## config.mk

```make
export PLATFORM = sky130hd
export DESIGN_NAME = usb_ep_status
export DESIGN_NICKNAME = d
export VERILOG_FILES = /design/src/rtl/usb_eps_pkg.sv /design/src/rtl/ep_flag_cell.sv /design/src/rtl/ep_cmd_fsm.sv /design/src/rtl/usb_ep_status.sv
export SDC_FILE = /design/constraint.sdc
export NUM_CORES = 1
export LEC_CHECK = 0
export BUFFER_PORTS_ARGS = -buffer_cell sky130_fd_sc_hd__buf_2
export CAP_MARGIN = 0
export CELL_PAD_IN_SITES_DETAIL_PLACEMENT = 1
export CELL_PAD_IN_SITES_GLOBAL_PLACEMENT = 1
export CORE_ASPECT_RATIO = 2
export CORE_UTILIZATION = 45
export CTS_BUF_LIST = sky130_fd_sc_hd__clkbuf_8 sky130_fd_sc_hd__clkbuf_16
export DETAILED_ROUTE_END_ITERATION = 10
export PLACE_DENSITY_LB_ADDON = 0.1
export RECOVER_POWER = 100
export SYNTH_ARGS = -nofsm -noshare
export SYNTH_HDL_FRONTEND = slang
export SYNTH_SLANG_ARGS = --single-unit
```

## constraint.sdc

```tcl
create_clock -name clk -period 2.9 [get_ports clk]
set_input_delay 0 -clock clk [delete_from_list [all_inputs] [get_ports clk]]
set_output_delay 0 -clock clk [all_outputs]
set_load 0.01 [all_outputs]
```

## src/rtl/usb_eps_pkg.sv

```systemverilog
package usb_eps_pkg;

    typedef enum logic [1:0] {
        EV_RX_ACK   = 2'd0,
        EV_NAK_SENT = 2'd1,
        EV_ACK_OUT  = 2'd2,
        EV_ACK_IN   = 2'd3
    } ev_kind_t;

    typedef struct packed {
        logic b2;
        logic b1;
        logic nak;
        logic po;
        logic stp;
    } ep_flags_t;

    typedef enum logic {
        ST_IDLE = 1'b0,
        ST_HOLD = 1'b1
    } cmd_state_t;

    function automatic logic [7:0] pack_status(ep_flags_t f);
        return {1'b0, f.b2, f.b1, f.nak, f.po, f.stp, 2'b00};
    endfunction

endpackage

```

## src/rtl/ep_flag_cell.sv

```systemverilog
module ep_flag_cell
    import usb_eps_pkg::*;
(
    input  logic      clk,
    input  logic      rst_n,
    input  logic      ev_hit,
    input  ev_kind_t  ev_kind,
    input  logic      ev_setup,
    input  logic      nak_en,
    input  logic      buf_hit,
    input  logic [1:0] buf_full,
    input  logic      clr_hit,
    output ep_flags_t flags,
    output logic      pend
);

    ep_flags_t f_q;
    logic      pend_q;
    logic      rx_ev, nak_ev, ack_ev, pend_set;

    always_comb begin
        rx_ev    = ev_hit && (ev_kind == EV_RX_ACK);
        nak_ev   = ev_hit && (ev_kind == EV_NAK_SENT) && nak_en;
        ack_ev   = ev_hit && ((ev_kind == EV_ACK_OUT) || (ev_kind == EV_ACK_IN));
        pend_set = ev_hit && ((ev_kind != EV_NAK_SENT) || nak_en);
    end

    always_ff @(posedge clk) begin
        if (!rst_n) begin
            f_q    <= '0;
            pend_q <= 1'b0;
        end else begin
            if (buf_hit) begin
                f_q.b1 <= buf_full[0];
                f_q.b2 <= buf_full[1];
            end
            if (rx_ev)
                f_q.stp <= ev_setup;
            else if (clr_hit)
                f_q.stp <= 1'b0;
            if (rx_ev && ev_setup && (f_q.b1 || f_q.b2))
                f_q.po <= 1'b1;
            else if (clr_hit)
                f_q.po <= 1'b0;
            if (nak_ev)
                f_q.nak <= 1'b1;
            else if (ack_ev)
                f_q.nak <= 1'b0;
            pend_q <= pend_set || (pend_q && !clr_hit);
        end
    end

    assign flags = f_q;
    assign pend  = pend_q;

    a_r5_setup_tracks: assert property (@(posedge clk) disable iff (!rst_n)
        (ev_hit && ev_kind == EV_RX_ACK) |=> (flags.stp == $past(ev_setup)));

    a_r9_nak_on_enabled: assert property (@(posedge clk) disable iff (!rst_n)
        (ev_hit && ev_kind == EV_NAK_SENT && nak_en) |=> flags.nak);

endmodule

```

## src/rtl/ep_cmd_fsm.sv

```systemverilog
module ep_cmd_fsm
    import usb_eps_pkg::*;
#(
    parameter int NUM_EP   = 8,
    parameter int CMD_BASE = 8'h40,
    localparam int EPW     = $clog2(NUM_EP)
) (
    input  logic                         clk,
    input  logic                         rst_n,
    input  logic                         cmd_wr,
    input  logic [7:0]                   cmd_code,
    input  logic                         stat_rd,
    input  logic [NUM_EP-1:0][7:0]       ep_byte,
    output logic                         cmd_fire,
    output logic [EPW-1:0]               cmd_ep,
    output logic                         stat_valid,
    output logic [7:0]                   stat_data
);

    cmd_state_t state_q, state_d;
    logic [7:0] offs;
    logic       code_ok;
    logic [7:0] data_q;

    always_comb begin
        offs    = cmd_code - 8'(CMD_BASE);
        code_ok = (cmd_code >= 8'(CMD_BASE)) && (offs < 8'(NUM_EP));
        cmd_ep  = offs[EPW-1:0];
    end

    always_ff @(posedge clk) begin
        if (!rst_n) state_q <= ST_IDLE;
        else        state_q <= state_d;
    end

    always_comb begin
        state_d  = state_q;
        cmd_fire = 1'b0;
        unique case (state_q)
            ST_IDLE: if (cmd_wr && code_ok) begin
                cmd_fire = 1'b1;
                state_d  = ST_HOLD;
            end
            ST_HOLD: if (stat_rd) state_d = ST_IDLE;
        endcase
    end

    always_ff @(posedge clk) begin
        if (!rst_n)        data_q <= '0;
        else if (cmd_fire) data_q <= ep_byte[cmd_ep];
    end

    assign stat_valid = (state_q == ST_HOLD);
    assign stat_data  = data_q;

    a_r3_hold_byte: assert property (@(posedge clk) disable iff (!rst_n)
        (stat_valid && !stat_rd) |=> (stat_valid && $stable(stat_data)));

endmodule

```

## src/rtl/usb_ep_status.sv

```systemverilog
module usb_ep_status
    import usb_eps_pkg::*;
#(
    parameter int NUM_EP   = 8,
    parameter int CMD_BASE = 8'h40,
    localparam int EPW     = $clog2(NUM_EP)
) (
    input  logic              clk,
    input  logic              rst_n,
    input  logic              ev_valid,
    input  logic [EPW-1:0]    ev_ep,
    input  logic [1:0]        ev_kind,
    input  logic              ev_setup,
    input  logic              buf_upd,
    input  logic [EPW-1:0]    buf_ep,
    input  logic [1:0]        buf_full,
    input  logic [NUM_EP-1:0] nak_irq_en,
    input  logic              tok_valid,
    input  logic [EPW-1:0]    tok_ep,
    input  logic              tok_is_in,
    output logic              tok_nak,
    input  logic              cmd_wr,
    input  logic [7:0]        cmd_code,
    input  logic              stat_rd,
    output logic              stat_valid,
    output logic [7:0]        stat_data,
    output logic [NUM_EP-1:0] irq_pend,
    output logic              irq
);

    ep_flags_t                 flags [NUM_EP];
    logic [NUM_EP-1:0][7:0]    ep_byte;
    logic [NUM_EP-1:0]         pend_v;
    logic [NUM_EP-1:0]         stp_v;
    logic                      cmd_fire;
    logic [EPW-1:0]            cmd_ep;

    for (genvar e = 0; e < NUM_EP; e++) begin : g_ep
        ep_flag_cell u_cell (
            .clk      (clk),
            .rst_n    (rst_n),
            .ev_hit   (ev_valid && (ev_ep == EPW'(e))),
            .ev_kind  (ev_kind_t'(ev_kind)),
            .ev_setup (ev_setup),
            .nak_en   (nak_irq_en[e]),
            .buf_hit  (buf_upd && (buf_ep == EPW'(e))),
            .buf_full (buf_full),
            .clr_hit  (cmd_fire && (cmd_ep == EPW'(e))),
            .flags    (flags[e]),
            .pend     (pend_v[e])
        );
        assign ep_byte[e] = pack_status(flags[e]);
        assign stp_v[e]   = flags[e].stp;
    end

    ep_cmd_fsm #(.NUM_EP(NUM_EP), .CMD_BASE(CMD_BASE)) u_cmd (
        .clk        (clk),
        .rst_n      (rst_n),
        .cmd_wr     (cmd_wr),
        .cmd_code   (cmd_code),
        .stat_rd    (stat_rd),
        .ep_byte    (ep_byte),
        .cmd_fire   (cmd_fire),
        .cmd_ep     (cmd_ep),
        .stat_valid (stat_valid),
        .stat_data  (stat_data)
    );

    always_comb begin
        tok_nak = 1'b0;
        if (tok_valid) begin
            if (tok_is_in) tok_nak = !(flags[tok_ep].b1 || flags[tok_ep].b2);
            else           tok_nak = flags[tok_ep].b1 && flags[tok_ep].b2;
        end
    end

    assign irq_pend = pend_v;
    assign irq      = |pend_v;

    a_r8_pend_cleared: assert property (@(posedge clk) disable iff (!rst_n)
        (cmd_fire && !ev_valid) |=> !irq_pend[$past(cmd_ep)]);

    a_r7_setup_cleared: assert property (@(posedge clk) disable iff (!rst_n)
        (cmd_fire && !ev_valid) |=> !stp_v[$past(cmd_ep)]);

endmodule

```

-- Word level (Yosys, flattened, before mapping)
Index checks and enable logic that the tools add are counted.
- add/subtract/negate cells: 1
- magnitude comparators: 4
- equal/unequal tests: 25
- muxes and demuxes: 51
- bitwise operators: 2
- reduce and logical (&&, ||, !) cells: 155
- operators by type and width (operator ; count):
    $logic_and 1x1->1 ; 91
    $reduce_bool 2->1 ; 24
    $mux 1 ; 45
    $eq 3x3->1 const B ; 12
    $logic_or 1x1->1 ; 26
    $bmux 8 s3 ; 1
    $eq 3x2->1 const B ; 6
    $bmux 5 s3 ; 1
    $mux 5 ; 2
    $eq 3x1->1 const B ; 3
    $logic_not 1->1 ; 9
    $logic_not 3->1 ; 3
    $ge 8x7->1 const B ; 1
    $lt 8x4->1 const B ; 1
    $mux 8 ; 1
    $reduce_or 8->1 ; 1
    $sub 8x7->8 const B ; 1
    $eq 2x2->1 const B ; 2
    $ge 4x4->1 const B ; 1
    $lt 3x4->1 const B ; 1
    $not 3->4 ; 1
    $eq 2x1->1 const B ; 1
    $logic_not 2->1 ; 1
    $ne 2x1->1 const B ; 1
    other kinds (2) ; 2
- bits in registers: 57
- bits of input ports: 38
- output and inout bits: 19
- word-level logic and storage cells: 288

-- Longest topological paths before layout
- depth after elaboration: 10
- gate-level depth with buffers: 6
- mapped depth without buffers: 4

-- Modules after synthesis
A second synthesis with hierarchy kept.
- cell total of the unflattened synthesis: 309
- area total of the unflattened synthesis: 3180.6 µm²
- modules (own cells, without submodules) (module ; instances ; cells each ; area each (µm²) ; sequential area each (µm²)):
    ep_flag_cell ; 8 ; 24 ; 246.5 ; 120.1
    ep_cmd_fsm ; 1 ; 65 ; 868.3 ; 180.2
    usb_ep_status ; 1 ; 52 ; 340.3 ; 0.0

-- Least setup slack after synthesis
Ideal clock, no wire load.
- path type: flip-flop to flip-flop
- start point: register u_cmd.state_q (netlist: u_cmd.stat_valid)
- end point: register g_ep[0].u_cell.pend_q
- library setup time: 132 ps
- arrival time: 1256 ps
- data required time: 2768 ps
- setup slack: 1512 ps
- cell stages (with the launch flop): 6
- buffers on the path: 1
- clock period less this slack: 1388 ps
- cells stage by stage: dfxtp_1 -> and4bb_2 -> nand2_1 -> buf_2 -> o41ai_1 -> a21oi_1
- longest elaborated chain between the ends: 5
- RTL lines (item ; RTL line ; source):
    start: declaration ; ep_cmd_fsm.sv:20 ; cmd_state_t state_q, state_d;
    start signal: assignment ; ep_cmd_fsm.sv:33 ; else state_q <= state_d;
    $mux 1 ; ep_cmd_fsm.sv:39 ; unique case (state_q)
    $logic_and 1x1->1 ; usb_ep_status.sv:48 ; .clr_hit (cmd_fire && (cmd_ep == EPW'(e))),
    $logic_not 1->1 ; ep_flag_cell.sv:49 ; pend_q <= pend_set || (pend_q && !clr_hit);
    $logic_and 1x1->1 ; ep_flag_cell.sv:49 ;
    $logic_or 1x1->1 ; ep_flag_cell.sv:49 ;
    end signal: assignment ; ep_flag_cell.sv:49 ;
    end: declaration ; ep_flag_cell.sv:18 ; logic pend_q;
Every way passes these cells.
A chain may end at the register's enable or synchronous reset.

-- Final worst setup path
- start point: register u_cmd.state_q (netlist: u_cmd.stat_valid)
- end point: register g_ep[1].u_cell.f_q (netlist bit g_ep[1].u_cell.flags[0])
- longest elaborated chain between the ends: 3
- RTL lines (item ; RTL line ; source):
    $mux 1 ; ep_cmd_fsm.sv:39 ;
    $logic_and 1x1->1 ; usb_ep_status.sv:48 ;
    $reduce_bool 2->1 (no source line) ; - ;
    end: declaration ; ep_flag_cell.sv:17 ; ep_flags_t f_q;
Every way passes these cells.

==> results.md <==
* Area leader, netlist: dfxtp_1
* # diodes at 0
* Worst Path Required at 3.04 ns
* Worst EP arrival at 1.89 ns
* Top cells by area, synth: dfxtp_1, mux2i_1, mux4_2, a21oi_1, mux4_1
* Total die area at 6495 um^2
* Period utilization at 60.47%
* Drt wl/cell at 21.32 um
* DP Area at 2977 um^2
* Detailed-route wire length at 8313 um
* Status: complete, but fails checks
* Antenna Nets Post-Route at 0
* Starting Density at 46.53%
* Clock tree sinks at 54
* Commonest non-fill, non-tap cell in the layout: dfxtp_1
* Hold Vio Cnt, Final at 0
* Final cell count without fillers at 390
* Final core occ at 52.40%
* Initial drt markers at 77
* # fillers at 731
* Post-synth top area share at 39.01%
* Worst-path clk slew at 0.07 ns
* GRT overflow at 0
* Ports at 57
* Post-Place Cells at 380
* Syn-to-layout area delta at 12.60%
* Synthesis-stage register bit count at 54
* Multi-input logic area at 1533 um^2
* F_max at 570.3 MHz
* Library cells used by synthesis at 37
* Nets at 364
* Pleak at 1.146 nW
* Worst-Margin Slew at 1.045 ns
* Rel. slew slack at 30.31%
* DRC Markers at 7
* Commonest non-fill, non-tap cells in the layout: dfxtp_1, buf_2, a21oi_1, mux2i_1, nor2_1
* Clock latency on the worst-skew pair at 0.30 ns
* Vias in the first global route at 2,480
* Final Skew at 0.004710 ns
* CTS Buf Count at 5
* Pwr/cell area at 494.3 nW/um^2
* CTS tree: yes
* Die Width at 57.49 um
* Final Max Tran Viols at 0
* IO buf count at 53
* Critical path capture point type: flip-flop
* Initial antenna violation count at 0
* Vias per cell at 6.254
* Share of cells above drive strength 1 at 17.43%
* Hpwl dp at 6080 um
* Synthesis Warnings at 0
* Final GP Congestion at 0.8544
* Sequential share of the synthesized area at 39.01%
* Tot GR Track Use at 26.94%
* DR pass1 iterations at 7
* CP Max Fanout at 12
* FP Rows at 40
* Startpoint types: flip-flop
* Worst Setup Path Type: flip-flop to flip-flop
* Final setup vio count at 0
* Final Critical Period at 1.753 ns
* Setup TNS at 0 ns
* Peak VDD IR at 0.5157 mV
* Core Footprint at 5956 um^2
* Clock root buffer: clkbuf_16
* Violated checks: design-rule violations
* Cell Area, Synth at 2771 um^2
* Chip height at 113.0 um
* Register Area at 1081 um^2
* First-pass GRT wire length at 13,050 um
* Cell count after synthesis at 289
* Longest Clk Path Bufs at 2
* H-tree depth at 2
* Final Cell Area at 3120 um^2
* Max_cap viols at 0
* DR vias at 2,439
* Unrepaired setup endpoints after global routing: no
* Largest net degree at the start of global routing at 50
* Avg Cell Area, Syn at 9.590 um^2
* Worst hold path type: primary input to flip-flop
[final timing paths]
kind | startpoint | endpoint | slack (ns) | depth (start not counted)
min | nak_irq_en[1] | g_ep[1].u_cell.pend | 0.04 | 3
max | u_cmd.stat_valid | g_ep[1].u_cell.flags[0] | 1.15 | 4
min reg2reg | g_ep[4].u_cell.flags[1] | g_ep[4].u_cell.flags[1] | 0.47 | 2
max reg2reg | u_cmd.stat_valid | g_ep[1].u_cell.flags[0] | 1.15 | 4
[per-layer routing]
| layer | wire length, um | global-route usage [%] | vias to the layer above |
|---|---|---|---|
| met2 | 4711 | 50.47 | 57 |
| met5 | 0 | 0 | - |
| met3 | 231 | 3.886 | 15 |
| li1 | - | - | 1158 |
| met4 | 233 | 10.73 | 0 |
| met1 | 3136 | 29.14 | 1209 |
[stage by stage]
| stage | hold WS, ns | setup slack (ns) | total power [mW] |
|---|---|---|---|
| finish | 0.03896 | 1.147 | 1.542 |
| global route | 0.06752 | 1.017 | 1.588 |
| CTS | 0.04506 | 1.172 | 1.555 |
| detailed placement | 0.2844 | 1.224 | 0.9462 |
| global placement | 0.2793 | 1.302 | 0.9427 |
| floorplan | 0.1301 | 1.512 | 0.8810 |
[logic make-up (layout without fill, tap and decap cells)]
family | count (synthesis) | in the layout | synth area share, %
AOI/OAI and AO/OA | 88 | 88 | 19.64
and+or+nand+nor | 79 | 79 | 15.03
buffers and inverters | 30 | 66 | 5.959
muxes | 37 | 37 | 20.23
other | 1 | 3 | 0.1353
DFF | 54 | 54 | 39.01
[area by class of cell]
| class | count | share of cell area [%] |
|---|---|---|
| inverters | 1 | 0.1203 |
| clock buffers | 6 | 4.451 |
| flip-flops and latches | 54 | 34.64 |
| repair buffers | 57 | 8.861 |
| well taps | 63 | 2.526 |
| clock inverters | 2 | 0.2807 |
| multi-input cells | 207 | 49.12 |
[critical path: stages (launching register included)]
cell      delay (ns)
dfxtp_1         0.33
and4bb_1        0.39
nand2_1         0.32
o311ai_0        0.45
a21oi_1         0.11
[Yosys cell counts]
| cell | count |
|---|---|
| o221ai_1 | 1 |
| or3_1 | 2 |
| a21oi_1 | 30 |
| nand2b_1 | 8 |
| o41ai_1 | 2 |
| nor3_1 | 4 |
| o21a_1 | 2 |
| o311ai_0 | 2 |
| nor4_1 | 2 |
| conb_1 | 1 |
| o31ai_1 | 8 |
| buf_2 | 6 |
| mux4_1 | 4 |
| nand3_1 | 2 |
| nor3b_1 | 2 |
| nor3b_2 | 1 |
| nor3_2 | 1 |
| nand4_1 | 4 |
| or4b_1 | 1 |
| mux4_2 | 10 |
| nand4b_1 | 4 |
| buf_4 | 12 |
| and4bb_2 | 1 |
| inv_1 | 1 |
| nand2_1 | 20 |
| nand4bb_1 | 1 |
| a211oi_1 | 8 |
| and2_1 | 1 |
| o21ai_0 | 15 |
| a21boi_1 | 1 |
| nor2_1 | 23 |
| mux2i_1 | 23 |
| a31oi_1 | 8 |
| nor2b_1 | 2 |
| dfxtp_1 | 54 |
| o211ai_1 | 11 |
| clkbuf_1 | 11 |
[sequential cells by signal (all words and copies together), names as in the netlist]
| signal | count |
|---|---|
| g_ep.u_cell.flags | 40 |
| g_ep.u_cell.pend | 8 |
| u_cmd.stat_data | 5 |
| u_cmd.stat_valid | 1 |
[timing repair]
| action | 4_1_cts | 5_1_grt |
|---|---|---|
| hold buffers | 2 | 0 |
| hold endpoints to repair | 6 | 0 |
| gates resized for setup | 0 | 0 |
| buffers inserted | 0 | 0 |
[report_power, final]
group / switching (mW) / leakage, nW / internal (mW)
sequential: 0.0107 / 0.436 / 0.753
combinational: 0.104 / 0.632 / 0.0615
clock: 0.274 / 0.0780 / 0.340
total: 0.388 / 1.15 / 1.15
No activity file was read; power rests on OpenSTA's default activity.
